`src/rtl/inep_pkg.sv`:
```
package inep_pkg;
   typedef int unsigned uint_t;

   // next bank index, wrapping at the configured bank count
   function automatic uint_t bank_after(input uint_t cur, input uint_t nbanks);
      return (cur + 1 >= nbanks) ? 0 : cur + 1;
   endfunction
endpackage

```
`src/rtl/inep_bank_store.sv`:
```
module inep_bank_store #(
   parameter int NUM_BANKS  = 2,
   parameter int BANK_BYTES = 8,
   parameter int DATA_W     = 8,
   localparam int CNT_W  = $clog2(BANK_BYTES + 1),
   localparam int IDX_W  = (NUM_BANKS > 1) ? $clog2(NUM_BANKS) : 1,
   localparam int ADDR_W = (BANK_BYTES > 1) ? $clog2(BANK_BYTES) : 1
) (
   input  logic                              clk,
   input  logic                              rst_n,
   input  logic                              clr,
   input  logic                              wr_acc,
   input  logic [IDX_W-1:0]                  wr_idx,
   input  logic [DATA_W-1:0]                 wr_data,
   input  logic                              commit_evt,
   input  logic [IDX_W-1:0]                  commit_idx,
   input  logic                              free_evt,
   input  logic [IDX_W-1:0]                  free_idx,
   input  logic [IDX_W-1:0]                  rd_bank,
   input  logic [ADDR_W-1:0]                 rd_idx,
   output logic [DATA_W-1:0]                 rd_data,
   output logic [NUM_BANKS-1:0]              held_o,
   output logic [NUM_BANKS-1:0][CNT_W-1:0]   cnt_o
);
   if (BANK_BYTES < 1) begin : g_bad_bytes
      $error("BANK_BYTES must be at least 1");
   end

   logic [NUM_BANKS-1:0][DATA_W-1:0] rd_word;

   for (genvar b = 0; b < NUM_BANKS; b++) begin : g_bank
      logic [CNT_W-1:0]  cnt_q;
      logic              held_q;
      logic [DATA_W-1:0] mem [BANK_BYTES];
      logic              wr_here;

      assign wr_here = wr_acc && (wr_idx == IDX_W'(b));

      always_ff @(posedge clk) begin
         if (!rst_n || clr) begin
            cnt_q  <= '0;
            held_q <= 1'b0;
         end else if (free_evt && (free_idx == IDX_W'(b))) begin
            cnt_q  <= '0;
            held_q <= 1'b0;
         end else begin
            if (commit_evt && (commit_idx == IDX_W'(b))) held_q <= 1'b1;
            if (wr_here) cnt_q <= cnt_q + 1'b1;
         end
      end

      always_ff @(posedge clk) begin
         if (wr_here) mem[ADDR_W'(cnt_q)] <= wr_data;
      end

      assign cnt_o[b]   = cnt_q;
      assign held_o[b]  = held_q;
      assign rd_word[b] = mem[rd_idx];
   end

   assign rd_data = rd_word[rd_bank];

   // the software side only hands over a bank it owns
   AST_COMMIT_FREE_BANK: assert property (@(posedge clk) disable iff (!rst_n)
      (commit_evt && !clr) |-> !held_o[commit_idx]);
   // the host side only frees a bank it holds
   AST_FREE_HELD_BANK: assert property (@(posedge clk) disable iff (!rst_n)
      (free_evt && !clr) |-> held_o[free_idx]);
   // a write never lands in a bank held by the host
   AST_WRITE_OWNED_BANK: assert property (@(posedge clk) disable iff (!rst_n)
      (wr_acc && !clr) |-> !held_o[wr_idx]);
endmodule

```
`src/rtl/inep_sw_ctrl.sv`:
```
module inep_sw_ctrl
   import inep_pkg::*;
#(
   parameter int NUM_BANKS = 2,
   parameter int CNT_W     = 4,
   localparam int IDX_W = (NUM_BANKS > 1) ? $clog2(NUM_BANKS) : 1
) (
   input  logic                             clk,
   input  logic                             rst_n,
   input  logic                             en,
   input  logic [CNT_W-1:0]                 cfg_size,
   input  logic [NUM_BANKS-1:0]             held,
   input  logic [NUM_BANKS-1:0][CNT_W-1:0]  cnt,
   input  logic                             wr_en,
   input  logic                             ready_ack,
   input  logic                             release_req,
   input  logic                             irq_en_set,
   input  logic                             irq_en_clr,
   input  logic                             free_evt,
   input  logic [IDX_W-1:0]                 free_idx,
   output logic                             wr_acc,
   output logic                             commit_evt,
   output logic [IDX_W-1:0]                 sw_ptr,
   output logic [CNT_W-1:0]                 sw_cnt,
   output logic                             bank_ready,
   output logic                             sw_own,
   output logic                             wr_room,
   output logic                             irq
);
   logic                 irq_en_q;
   logic [IDX_W-1:0]     ptr_nx;
   logic [NUM_BANKS-1:0] held_nx;
   logic                 own_nx;
   logic                 rdy_nx;

   assign sw_cnt     = cnt[sw_ptr];
   assign wr_room    = sw_own && (sw_cnt < cfg_size);
   assign wr_acc     = en && wr_en && wr_room;
   assign commit_evt = en && release_req && sw_own;
   assign irq        = bank_ready && irq_en_q;

   always_comb begin
      ptr_nx  = commit_evt ? IDX_W'(bank_after(uint_t'(sw_ptr), NUM_BANKS)) : sw_ptr;
      held_nx = held;
      if (free_evt)   held_nx[free_idx] = 1'b0;
      if (commit_evt) held_nx[sw_ptr]   = 1'b1;
      own_nx = sw_own;
      rdy_nx = bank_ready;
      if (commit_evt) begin
         own_nx = !held_nx[ptr_nx];
         rdy_nx = own_nx;
      end else begin
         if (ready_ack) rdy_nx = 1'b0;
         if (!sw_own && !held_nx[sw_ptr]) begin
            own_nx = 1'b1;
            rdy_nx = 1'b1;
         end
      end
   end

   always_ff @(posedge clk) begin
      if (!rst_n || !en) begin
         sw_ptr     <= '0;
         sw_own     <= 1'b0;
         bank_ready <= 1'b0;
      end else begin
         sw_ptr     <= ptr_nx;
         sw_own     <= own_nx;
         bank_ready <= rdy_nx;
      end
   end

   always_ff @(posedge clk) begin
      if (!rst_n)          irq_en_q <= 1'b0;
      else if (irq_en_set) irq_en_q <= 1'b1;
      else if (irq_en_clr) irq_en_q <= 1'b0;
   end

   // the ready notice is never pending without ownership
   AST_READY_NEEDS_OWN: assert property (@(posedge clk) disable iff (!rst_n)
      bank_ready |-> sw_own);
   // acknowledging the notice leaves ownership and pointer alone
   AST_ACK_KEEPS_OWN: assert property (@(posedge clk) disable iff (!rst_n)
      (en && ready_ack && !release_req && sw_own) |=> sw_own && (sw_ptr == $past(sw_ptr)));
   // set strobe wins over clear strobe
   AST_IRQ_EN_SET_WINS: assert property (@(posedge clk) disable iff (!rst_n)
      (irq_en_set && bank_ready && en && !release_req && !ready_ack) |=> irq);
endmodule

```
`src/rtl/inep_host_ctrl.sv`:
```
module inep_host_ctrl
   import inep_pkg::*;
#(
   parameter int NUM_BANKS = 2,
   parameter int CNT_W     = 4,
   localparam int IDX_W = (NUM_BANKS > 1) ? $clog2(NUM_BANKS) : 1
) (
   input  logic                             clk,
   input  logic                             rst_n,
   input  logic                             en,
   input  logic [NUM_BANKS-1:0]             held,
   input  logic [NUM_BANKS-1:0][CNT_W-1:0]  cnt,
   input  logic                             in_token,
   input  logic                             tx_ack,
   input  logic                             tx_timeout,
   output logic [IDX_W-1:0]                 hw_ptr,
   output logic                             tx_valid,
   output logic                             tx_nak,
   output logic [IDX_W-1:0]                 tx_bank,
   output logic [CNT_W-1:0]                 tx_len,
   output logic                             free_evt,
   output logic [IDX_W-1:0]                 free_idx
);
   logic busy_q;
   logic send_ok;

   assign send_ok  = held[hw_ptr] && !busy_q;
   assign free_evt = en && busy_q && tx_ack;
   assign free_idx = hw_ptr;

   always_ff @(posedge clk) begin
      if (!rst_n || !en) begin
         hw_ptr   <= '0;
         busy_q   <= 1'b0;
         tx_valid <= 1'b0;
         tx_nak   <= 1'b0;
         tx_bank  <= '0;
         tx_len   <= '0;
      end else begin
         tx_valid <= in_token && send_ok;
         tx_nak   <= in_token && !send_ok;
         if (in_token && send_ok) begin
            busy_q  <= 1'b1;
            tx_bank <= hw_ptr;
            tx_len  <= cnt[hw_ptr];
         end else if (busy_q && (tx_ack || tx_timeout)) begin
            busy_q <= 1'b0;
         end
         if (free_evt) hw_ptr <= IDX_W'(bank_after(uint_t'(hw_ptr), NUM_BANKS));
      end
   end

   AST_NAK_WHEN_EMPTY: assert property (@(posedge clk) disable iff (!rst_n)
      (en && in_token && !held[hw_ptr]) |=> tx_nak && !tx_valid);
   AST_ONE_RESPONSE: assert property (@(posedge clk) disable iff (!rst_n)
      !(tx_valid && tx_nak));
   AST_RETRY_KEEPS_BANK: assert property (@(posedge clk) disable iff (!rst_n)
      (en && busy_q && tx_timeout && !tx_ack) |=> !busy_q && (hw_ptr == $past(hw_ptr)));
   AST_ACK_RELEASES: assert property (@(posedge clk) disable iff (!rst_n)
      (en && busy_q && tx_ack) |=> !busy_q);
endmodule

```
`src/rtl/inep_tx_buffer.sv`:
```
module inep_tx_buffer #(
   parameter int NUM_BANKS  = 2,
   parameter int BANK_BYTES = 8,
   parameter int DATA_W     = 8,
   localparam int CNT_W  = $clog2(BANK_BYTES + 1),
   localparam int IDX_W  = (NUM_BANKS > 1) ? $clog2(NUM_BANKS) : 1,
   localparam int ADDR_W = (BANK_BYTES > 1) ? $clog2(BANK_BYTES) : 1
) (
   input  logic              clk,
   input  logic              rst_n,
   input  logic              cfg_en,
   input  logic [CNT_W-1:0]  cfg_size,
   input  logic              sw_wr_en,
   input  logic [DATA_W-1:0] sw_wr_data,
   input  logic              sw_ready_ack,
   input  logic              sw_release,
   input  logic              sw_irq_en_set,
   input  logic              sw_irq_en_clr,
   output logic              bank_ready,
   output logic              sw_own,
   output logic              wr_room,
   output logic              irq,
   output logic [IDX_W-1:0]  sw_bank,
   output logic [CNT_W-1:0]  sw_count,
   input  logic              in_token,
   input  logic              tx_ack,
   input  logic              tx_timeout,
   output logic              tx_valid,
   output logic              tx_nak,
   output logic [IDX_W-1:0]  tx_bank,
   output logic [CNT_W-1:0]  tx_len,
   input  logic [ADDR_W-1:0] tx_rd_idx,
   output logic [DATA_W-1:0] tx_rd_data
);
   if (NUM_BANKS < 1 || NUM_BANKS > 3) begin : g_bad_banks
      $error("NUM_BANKS must lie in 1..3");
   end
   if (DATA_W < 1) begin : g_bad_width
      $error("DATA_W must be at least 1");
   end

   logic [NUM_BANKS-1:0]            bank_held;
   logic [NUM_BANKS-1:0][CNT_W-1:0] bank_cnt;
   logic                            wr_acc;
   logic                            commit_evt;
   logic                            free_evt;
   logic [IDX_W-1:0]                free_idx;
   logic [IDX_W-1:0]                hw_ptr;

   inep_bank_store #(.NUM_BANKS(NUM_BANKS), .BANK_BYTES(BANK_BYTES), .DATA_W(DATA_W)) u_store (
      .clk(clk), .rst_n(rst_n), .clr(!cfg_en),
      .wr_acc(wr_acc), .wr_idx(sw_bank), .wr_data(sw_wr_data),
      .commit_evt(commit_evt), .commit_idx(sw_bank),
      .free_evt(free_evt), .free_idx(free_idx),
      .rd_bank(hw_ptr), .rd_idx(tx_rd_idx), .rd_data(tx_rd_data),
      .held_o(bank_held), .cnt_o(bank_cnt)
   );

   inep_sw_ctrl #(.NUM_BANKS(NUM_BANKS), .CNT_W(CNT_W)) u_sw (
      .clk(clk), .rst_n(rst_n), .en(cfg_en), .cfg_size(cfg_size),
      .held(bank_held), .cnt(bank_cnt),
      .wr_en(sw_wr_en), .ready_ack(sw_ready_ack), .release_req(sw_release),
      .irq_en_set(sw_irq_en_set), .irq_en_clr(sw_irq_en_clr),
      .free_evt(free_evt), .free_idx(free_idx),
      .wr_acc(wr_acc), .commit_evt(commit_evt), .sw_ptr(sw_bank), .sw_cnt(sw_count),
      .bank_ready(bank_ready), .sw_own(sw_own), .wr_room(wr_room), .irq(irq)
   );

   inep_host_ctrl #(.NUM_BANKS(NUM_BANKS), .CNT_W(CNT_W)) u_host (
      .clk(clk), .rst_n(rst_n), .en(cfg_en),
      .held(bank_held), .cnt(bank_cnt),
      .in_token(in_token), .tx_ack(tx_ack), .tx_timeout(tx_timeout),
      .hw_ptr(hw_ptr), .tx_valid(tx_valid), .tx_nak(tx_nak),
      .tx_bank(tx_bank), .tx_len(tx_len),
      .free_evt(free_evt), .free_idx(free_idx)
   );

   AST_RELEASE_COMMITS: assert property (@(posedge clk) disable iff (!rst_n)
      (cfg_en && sw_release && sw_own) |=> bank_held[$past(sw_bank)]);
   AST_IGNORE_FULL: assert property (@(posedge clk) disable iff (!rst_n)
      (cfg_en && sw_wr_en && sw_own && !wr_room && !sw_release) |=> (sw_count == $past(sw_count)));
   AST_DISABLED_QUIET: assert property (@(posedge clk) disable iff (!rst_n)
      !cfg_en |=> !tx_valid && !tx_nak && !sw_own);
endmodule

```
`config.mk`:
```
export PLATFORM = sky130hd
export DESIGN_NAME = inep_tx_buffer
export DESIGN_NICKNAME = d
export VERILOG_FILES = /design/src/rtl/inep_pkg.sv /design/src/rtl/inep_bank_store.sv /design/src/rtl/inep_sw_ctrl.sv /design/src/rtl/inep_host_ctrl.sv /design/src/rtl/inep_tx_buffer.sv
export SDC_FILE = /design/constraint.sdc
export NUM_CORES = 1
export LEC_CHECK = 0
export ABC_CLOCK_PERIOD_IN_PS = 10300
export CELL_PAD_IN_SITES_DETAIL_PLACEMENT = 0
export CELL_PAD_IN_SITES_GLOBAL_PLACEMENT = 1
export CORE_ASPECT_RATIO = 0.8
export CORE_UTILIZATION = 40
export CTS_CLUSTER_DIAMETER = 30
export DETAILED_ROUTE_END_ITERATION = 16
export GPL_TIMING_DRIVEN = 0
export HOLD_SLACK_MARGIN = 0.03
export PLACE_DENSITY_LB_ADDON = 0.3
export SETUP_SLACK_MARGIN = 0.02
export SYNTH_ARGS = -nofsm -noshare
export SYNTH_HDL_FRONTEND = slang
export SYNTH_HIERARCHICAL = 1
export SYNTH_SLANG_ARGS = --single-unit
```
`constraint.sdc`:
```
create_clock -name clk -period 10.3 [get_ports clk]
set_input_delay 1.03 -clock clk [delete_from_list [all_inputs] [get_ports clk]]
set_output_delay 1.03 -clock clk [all_outputs]
set_load 0.02 [all_outputs]
```
==> After elaboration in Yosys (flattened, before gate mapping) <==
Memories as Yosys holds them, arrays and structs flattened.
Cells that the tools add are included.
{ "totals": {"memories": 2, "ff_bits": 23, "mem_bits_rw": 128, "elab_cells": 103} }
{ "mem_list": {"columns": ["name", "words", "width", "rd", "rd_ports_with_merged_regs", "write_ports", "line", "rtl"], "rows": [
  ["u_store.g_bank[0].mem", 8, 8, 1, 0, 1, "inep_bank_store.sv:34", "logic [DATA_W-1:0] mem [BANK_BYTES];"],
  ["u_store.g_bank[1].mem", 8, 8, 1, 0, 1, "inep_bank_store.sv:34", null]
]} }
{ "op_classes": {"n_reduce_logical": 36, "magnitude_cmp": 8, "n_mux": 34, "bitwise": 5, "addsub": 4} }
{ "ops": {"columns": ["operator", "count"], "rows": [
  ["$mux W1", 24],
  ["$logic_and A1 B1 Y1", 21],
  ["$mux W4", 4],
  ["$mux W8", 2],
  ["$add A4 B1 Y4 const B", 2],
  ["$logic_not A1 Y1", 7],
  ["$lt A1 B2 Y1 const B", 3],
  ["$reduce_bool A2 Y1", 3],
  ["$add A1 B1 Y2 const B", 2],
  ["$ge A2 B2 Y1 const B", 2],
  ["$lt A4 B4 Y1", 1],
  ["$mux W2", 2],
  ["$reduce_or A2 Y1", 2],
  ["$reduce_bool A3 Y1", 1],
  ["$and A2 B2 Y2", 1],
  ["$demux W1 S1", 2],
  ["$ge A1 B1 Y1 const B", 2],
  ["$logic_or A1 B1 Y1", 2],
  ["$not A1 Y1", 2],
  ["$not A2 Y2", 1],
  ["$or A2 B2 Y2", 1]
]} }

==> Logic depth before layout (Yosys ltp) <==
{ "logic_depth": {"word_depth": 15, "depth_mapped": 9, "ltp_nobuf": 8} }

==> Hierarchy <==
The synthesis kept the hierarchy.
{ "modules_own_cells": {"columns": ["mod", "n_inst", "cells_each", "area_each_um2"], "rows": [
  ["inep_bank_store", 1, 271, 5416.4],
  ["inep_host_ctrl", 1, 42, 415.4],
  ["inep_sw_ctrl", 1, 42, 389.1],
  ["inep_tx_buffer", 1, 1, 3.8]
]} }

==> Worst setup path before layout <==
Ideal clock, no wire load.
{ "synth_path": {"path_type": "reg2reg", "startpoint": "register u_sw.sw_ptr", "endpoint": "memory u_store.g_bank[1].mem[0][0], enable pin", "path_buffers": 1, "path_stages_with_launch": 10, "t_arrival_ps": 3310, "slack_ps": 6607, "setup_time_ps": 383, "path_cell_list": "dfxtp_1 buf_6 mux2_2 ha_1 or3b_1 o221ai_2 nor4b_4 nand2_1 or2_2 nor3_1"} }
{ "synth_between": {"elab_chain_len": 8} }
{ "synth_lines": {"columns": ["item", "line", "rtl"], "rows": [
  ["from (decl)", "inep_sw_ctrl.sv:23", "output logic [IDX_W-1:0] sw_ptr,"],
  ["from (signal assigned)", "inep_sw_ctrl.sv:67", "sw_ptr <= ptr_nx;"],
  ["$mux W4 (not written as such) (2 in a row)", "inep_sw_ctrl.sv:36", "assign sw_cnt = cnt[sw_ptr];"],
  ["net sw_count[2]", "inep_tx_buffer.sv:24", "output logic [CNT_W-1:0] sw_count,"],
  ["$lt A4 B4 Y1", "inep_sw_ctrl.sv:37", "assign wr_room = sw_own && (sw_cnt < cfg_size);"],
  ["$logic_and A1 B1 Y1", "inep_sw_ctrl.sv:37", null],
  ["$logic_and A1 B1 Y1", "inep_sw_ctrl.sv:38", "assign wr_acc = en && wr_en && wr_room;"],
  ["net wr_acc", "inep_tx_buffer.sv:44", "logic wr_acc;"],
  ["$logic_and A1 B1 Y1", "inep_bank_store.sv:37", "assign wr_here = wr_acc && (wr_idx == IDX_W'(b));"],
  ["$mux W1", "inep_bank_store.sv:53", "if (wr_here) mem[ADDR_W'(cnt_q)] <= wr_data;"],
  ["$mux W1 (not written as such)", "inep_bank_store.sv:53", null],
  ["to (decl)", "inep_bank_store.sv:34", null]
]} }
The timed path passes the listed nets, and every way through them passes these cells. The select of a mux whose other input is x is not followed.

==> Worst setup path after layout <==
{ "layout_path": {"startpoint": "register u_sw.sw_ptr", "endpoint": "memory u_store.g_bank[1].mem[0][5], enable pin"} }
{ "layout_between": {"elab_chain_len": 8} }
{ "layout_lines": {"columns": ["item", "line"], "rows": [
  ["$mux W4 (not written as such) (2 in a row)", "inep_sw_ctrl.sv:36"],
  ["$lt A4 B4 Y1", "inep_sw_ctrl.sv:37"],
  ["$logic_and A1 B1 Y1", "inep_sw_ctrl.sv:37"],
  ["$logic_and A1 B1 Y1", "inep_sw_ctrl.sv:38"],
  ["net wr_acc", "inep_tx_buffer.sv:44"],
  ["$logic_and A1 B1 Y1", "inep_bank_store.sv:37"],
  ["$mux W1", "inep_bank_store.sv:53"],
  ["$mux W1 (not written as such)", "inep_bank_store.sv:53"]
]} }
The timed path passes the listed nets, and every way through them passes these cells. The select of a mux whose other input is x is not followed.

==> flow_results.xml <==
<?xml version="1.0" encoding="UTF-8"?>
<metrics>
  <group name="global_routing">
    <metric name="largest_net_degree_at_the_start_of_global_routing" unit="">17</metric>
    <metric name="grt_usage" unit="">0.1726</metric>
    <metric name="grt.overflow.total" unit="">0</metric>
    <metric name="first_pass_grt_wire_length" unit="mm">19.62</metric>
    <metric name="initial_antenna_violation_count" unit="">0</metric>
    <metric name="grt_pass1_vias" unit="">3427</metric>
  </group>
  <group name="layout">
    <metric name="fin_nets" unit="">455</metric>
    <metric name="drive_gt1_frac" unit="">0.1670</metric>
    <metric name="finalInstanceArea" unit="um2">7533</metric>
    <metric name="final_core_utilization" unit="">0.4984</metric>
    <metric name="antenna_cells_inserted" unit="">0</metric>
    <metric name="finalNonFillerCells" unit="">647</metric>
    <metric name="area_growth_from_synthesis_to_final_layout" unit="%">21.03</metric>
  </group>
  <group name="sta">
    <metric name="unrepaired_setup_endpoints_after_global_routing" unit="">no</metric>
    <metric name="slew_of_the_pin_with_the_lowest_slew_margin" unit="ns">1.378</metric>
    <metric name="timing.fmax" unit="GHz">0.2284</metric>
    <metric name="maxSlewHeadroom" unit="">0.07424</metric>
    <metric name="finalCritPeriodShare" unit="">0.4250</metric>
    <metric name="setup_violations" unit="">0</metric>
    <metric name="final.setup_skew" unit="ns">0.005725</metric>
    <metric name="setup-tns-final" unit="ns">0</metric>
    <metric name="hold_viol" unit="">0</metric>
    <metric name="final_critical_path_setup_slack" unit="ns">5.923</metric>
    <metric name="final_min_period" unit="ns">4.377</metric>
    <metric name="slew_violations" unit="">0</metric>
  </group>
  <group name="synth">
    <metric name="dominantRegCellSynth" unit="">edfxtp_1</metric>
    <metric name="synth.cell_area" unit="um2">6225</metric>
    <metric name="syn-mean-instance-area" unit="um2">17.49</metric>
    <metric name="synth_cell_types" unit="">46</metric>
    <metric name="synth_seq_cells" unit="">151</metric>
    <metric name="synth.mux.area_fraction" unit="">0.1423</metric>
    <metric name="synth_nets" unit="">387</metric>
    <metric name="seq_area_frac_synth" unit="">0.6915</metric>
    <metric name="async_flop_share" unit="">0</metric>
    <metric name="synth-compound-area-share" unit="">0.04925</metric>
    <metric name="synthesis.yosys.warnings" unit="">6</metric>
    <metric name="parity_gate_share_of_the_synthesized_area_counting_xor_and_xnor_cells" unit="">0.008442</metric>
    <metric name="post_synth_inst_count" unit="">356</metric>
    <metric name="adder_cell_fraction_of_synth_area" unit="">0.01005</metric>
    <metric name="largest_family_of_logic_cells_by_synthesized_area" unit="">multiplexers</metric>
    <metric name="synth-simple-area-share" unit="">0.06874</metric>
    <metric name="synth-edff-count" unit="">128</metric>
  </group>
  <group name="power">
    <metric name="vdd.ir_drop.worst" unit="V">0.0001166</metric>
    <metric name="power_density" unit="nW/um2">174.5</metric>
    <metric name="leakage" unit="uW">0.002488</metric>
  </group>
  <group name="worst_setup_path">
    <metric name="cp_num_buf_inv" unit="">1</metric>
    <metric name="critical-path-top-delay-family" unit="">simple AND/OR/NAND/NOR gates</metric>
    <metric name="critical_path.cell_chain" unit="">buf_6 &gt; mux2_2 &gt; ha_1 &gt; or3b_1 &gt; o221ai_2 &gt; nor4b_4 &gt; nand2_1 &gt; or2_2 &gt; nor3_1</metric>
    <metric name="worst_setup_path_start_kind" unit="">flip-flop</metric>
    <metric name="cp_slowest_stage_delay" unit="ns">1.00</metric>
    <metric name="critical_path_depth" unit="">9</metric>
    <metric name="critPathArrivalTime" unit="ns">4.40</metric>
    <metric name="critical_path_peak_fanout" unit="">11</metric>
    <metric name="regToRegStartpoint" unit="">u_sw/sw_ptr</metric>
    <metric name="criticalPathCategory" unit="">reg2reg</metric>
    <metric name="worst_setup_path_startpoint" unit="">u_sw/sw_ptr</metric>
    <metric name="critPathSlowestCell" unit="">nor3_1</metric>
    <metric name="critical_path_required" unit="ns">10.33</metric>
    <metric name="register_to_register_path_depth" unit="">9</metric>
    <metric name="endpoint_kind_of_the_worst_setup_timing_path" unit="">flip-flop</metric>
  </group>
  <group name="clock_network">
    <metric name="cts_tree" unit="">yes</metric>
    <metric name="cts_hold_repair.buffers" unit="">0</metric>
    <metric name="cts_setup_buffers" unit="">0</metric>
    <metric name="clkLatencyLatePin" unit="ns">0.42</metric>
    <metric name="cts_num_sinks" unit="">151</metric>
    <metric name="clockBufferDepth" unit="">2</metric>
    <metric name="cts.reportedPaths.clkPinSlew" unit="ns">0.06</metric>
    <metric name="ctsRootBufferMaster" unit="">clkbuf_16</metric>
    <metric name="cts_made_buffers" unit="">17</metric>
    <metric name="cts_repair_resize_count" unit="">0</metric>
    <metric name="number_of_levels_the_h_tree_was_split_into" unit="">4</metric>
  </group>
  <group name="die">
    <metric name="coreArea" unit="um2">15110</metric>
    <metric name="floorplan.initialDensity" unit="">0.4118</metric>
    <metric name="std_cell_rows" unit="">40</metric>
    <metric name="dieArea" unit="um2">16070</metric>
    <metric name="io-pin-count" unit="">50</metric>
    <metric name="die_h" unit="um">113.6</metric>
    <metric name="die_x" unit="um">141.5</metric>
  </group>
  <group name="route">
    <metric name="drt_iter0_drc" unit="">314</metric>
    <metric name="detail_route.wl_per_cell" unit="um">19.64</metric>
    <metric name="total_detailed_routing_wirelength" unit="mm">12.70</metric>
    <metric name="route.antenna.remaining_nets" unit="">0</metric>
    <metric name="via_per_inst" unit="">5.190</metric>
    <metric name="vias" unit="">3358</metric>
    <metric name="first_pass_drt_iterations" unit="">5</metric>
    <metric name="route.detailed.drc" unit="">0</metric>
  </group>
  <group name="placed_design">
    <metric name="worst_setup_slack_post_dpl" unit="ns">5.547</metric>
    <metric name="postPlaceCellArea" unit="um2">6968</metric>
    <metric name="place_inst" unit="">614</metric>
    <metric name="place.detailed.hpwl" unit="mm">8.524</metric>
    <metric name="io_buffers" unit="">48</metric>
    <metric name="gpl.final_weighted_congestion" unit="">0.6957</metric>
  </group>
  <group name="job">
    <metric name="timing.max_cap.violations" unit="">0</metric>
  </group>
  <group name="hold_path">
    <metric name="hold_path.class" unit="">reg2reg</metric>
    <metric name="holdPathStages" unit="">2</metric>
    <metric name="hold_start" unit="">u_store/g_bank[1].held_q</metric>
  </group>
  <group name="run_status">
    <metric name="outcome" unit="">finished, final reports clean</metric>
  </group>
</metrics>
-- through the flow --
stage | power [uW] | hold slack, ns
finish | 1315 | 0.4772
global route | 1359 | 0.4988
CTS | 1328 | 0.4745
detailed placement | 744.6 | 0.4615
global placement | 743.2 | 0.4563
floorplan | 711.1 | 0.4380
-- path summary, 6_finish.rpt --
path / to / slack (ns)
max: u_store/g_bank[1].mem[0][5] / 5.92
min: u_store/g_bank[1].held_q / 0.48
max reg2reg: u_store/g_bank[1].mem[0][5] / 5.92
min reg2reg: u_store/g_bank[1].held_q / 0.48
-- power by group --
group / total, uW / switching (uW) / internal (uW)
Combinational: 66.2 / 34.6 / 31.6
Sequential: 665 / 0.897 / 664
Clock: 583 / 232 / 352
Total: 1310 / 267 / 1050
-- flip-flops by register name, summed over array words and instances (netlist names), 2 cells and up --
name and cells:
u_host/tx_len 4, u_store/g_bank.cnt_q 8, u_store/g_bank.held_q 2, u_store/g_bank.mem 128
-- cell type report --
type	instances	area, um2
fill	1297	7581
tap	210	262.8
clock buffer	17	425.4
inverter	9	33.78
timing repair buffer	49	485.5
sequential	151	4304
clock inverter	15	135.1
multi-input combinational	178	1735
buffer	18	151.4
-- cells by family after synthesis --
family	after synthesis
flops	151
simple gates	83
compound gates	42
mux	42
buf+inv	27
xor+xnor	6
fa+ha+maj	5
-- cells in the final DEF, fill, tap and decap left out, types with 9 or more instances in the layout --
| master | n |
|---|---|
| edfxtp_1 | 128 |
| clkbuf_16 | 17 |
| inv_1 | 9 |
| mux4_2 | 18 |
| mux4_1 | 14 |
| a22oi_1 | 16 |
| clkdlybuf4s50_1 | 48 |
| nor2_1 | 24 |
| nand2_1 | 21 |
| dfxtp_1 | 23 |
-- worst register-to-register path: cells and delay by family, from the launching register on --
family          cells  cell delay (ns)
fa+ha+maj           1             0.21
buf+inv             1             0.21
compound gates      1             0.20
simple gates        5             2.40
flops               1             0.60
mux                 1             0.36
-- per-layer routing --
| metal | vias up | global-route usage | wire length (um) |
|---|---|---|---|
| met1 | 1739 | 0.2397 | 6017 |
| li1 | 1558 | - | - |
| met5 | - | 0 | 0 |
| met3 | 6 | 0.04702 | 494 |
| met2 | 55 | 0.2634 | 6094 |
| met4 | 0 | 0.06022 | 97 |
-- cell usage after synthesis, types with 2 or more instances --
cell type / count / area [um2]
a21oi_1: 7 / 35.03
a221oi_1: 2 / 17.52
a22oi_1: 16 / 120.1
a31o_1: 4 / 35.03
and2_1: 3 / 18.77
and3_1: 2 / 12.51
buf_2: 4 / 20.02
buf_4: 4 / 30.03
buf_6: 6 / 67.56
clkdlybuf4s25_2: 3 / 30.03
dfxtp_1: 23 / 460.4
edfxtp_1: 128 / 3844
ha_1: 5 / 62.56
inv_1: 9 / 33.78
mux2_2: 3 / 33.78
mux2i_1: 5 / 50.05
mux4_1: 14 / 367.9
mux4_2: 18 / 405.4
nand2_1: 21 / 78.83
nand2b_1: 7 / 43.79
nand3_1: 3 / 15.01
nand3b_1: 2 / 15.01
nor2_1: 24 / 90.09
nor2b_1: 5 / 31.28
nor3_1: 4 / 20.02
nor4_1: 4 / 25.02
o21a_1: 2 / 15.01
o21ai_0: 4 / 20.02
o22ai_1: 2 / 12.51
or3_1: 2 / 12.51
xnor2_1: 2 / 17.52
xor2_1: 4 / 35.03
No activity file was read; power rests on OpenSTA's default activity.
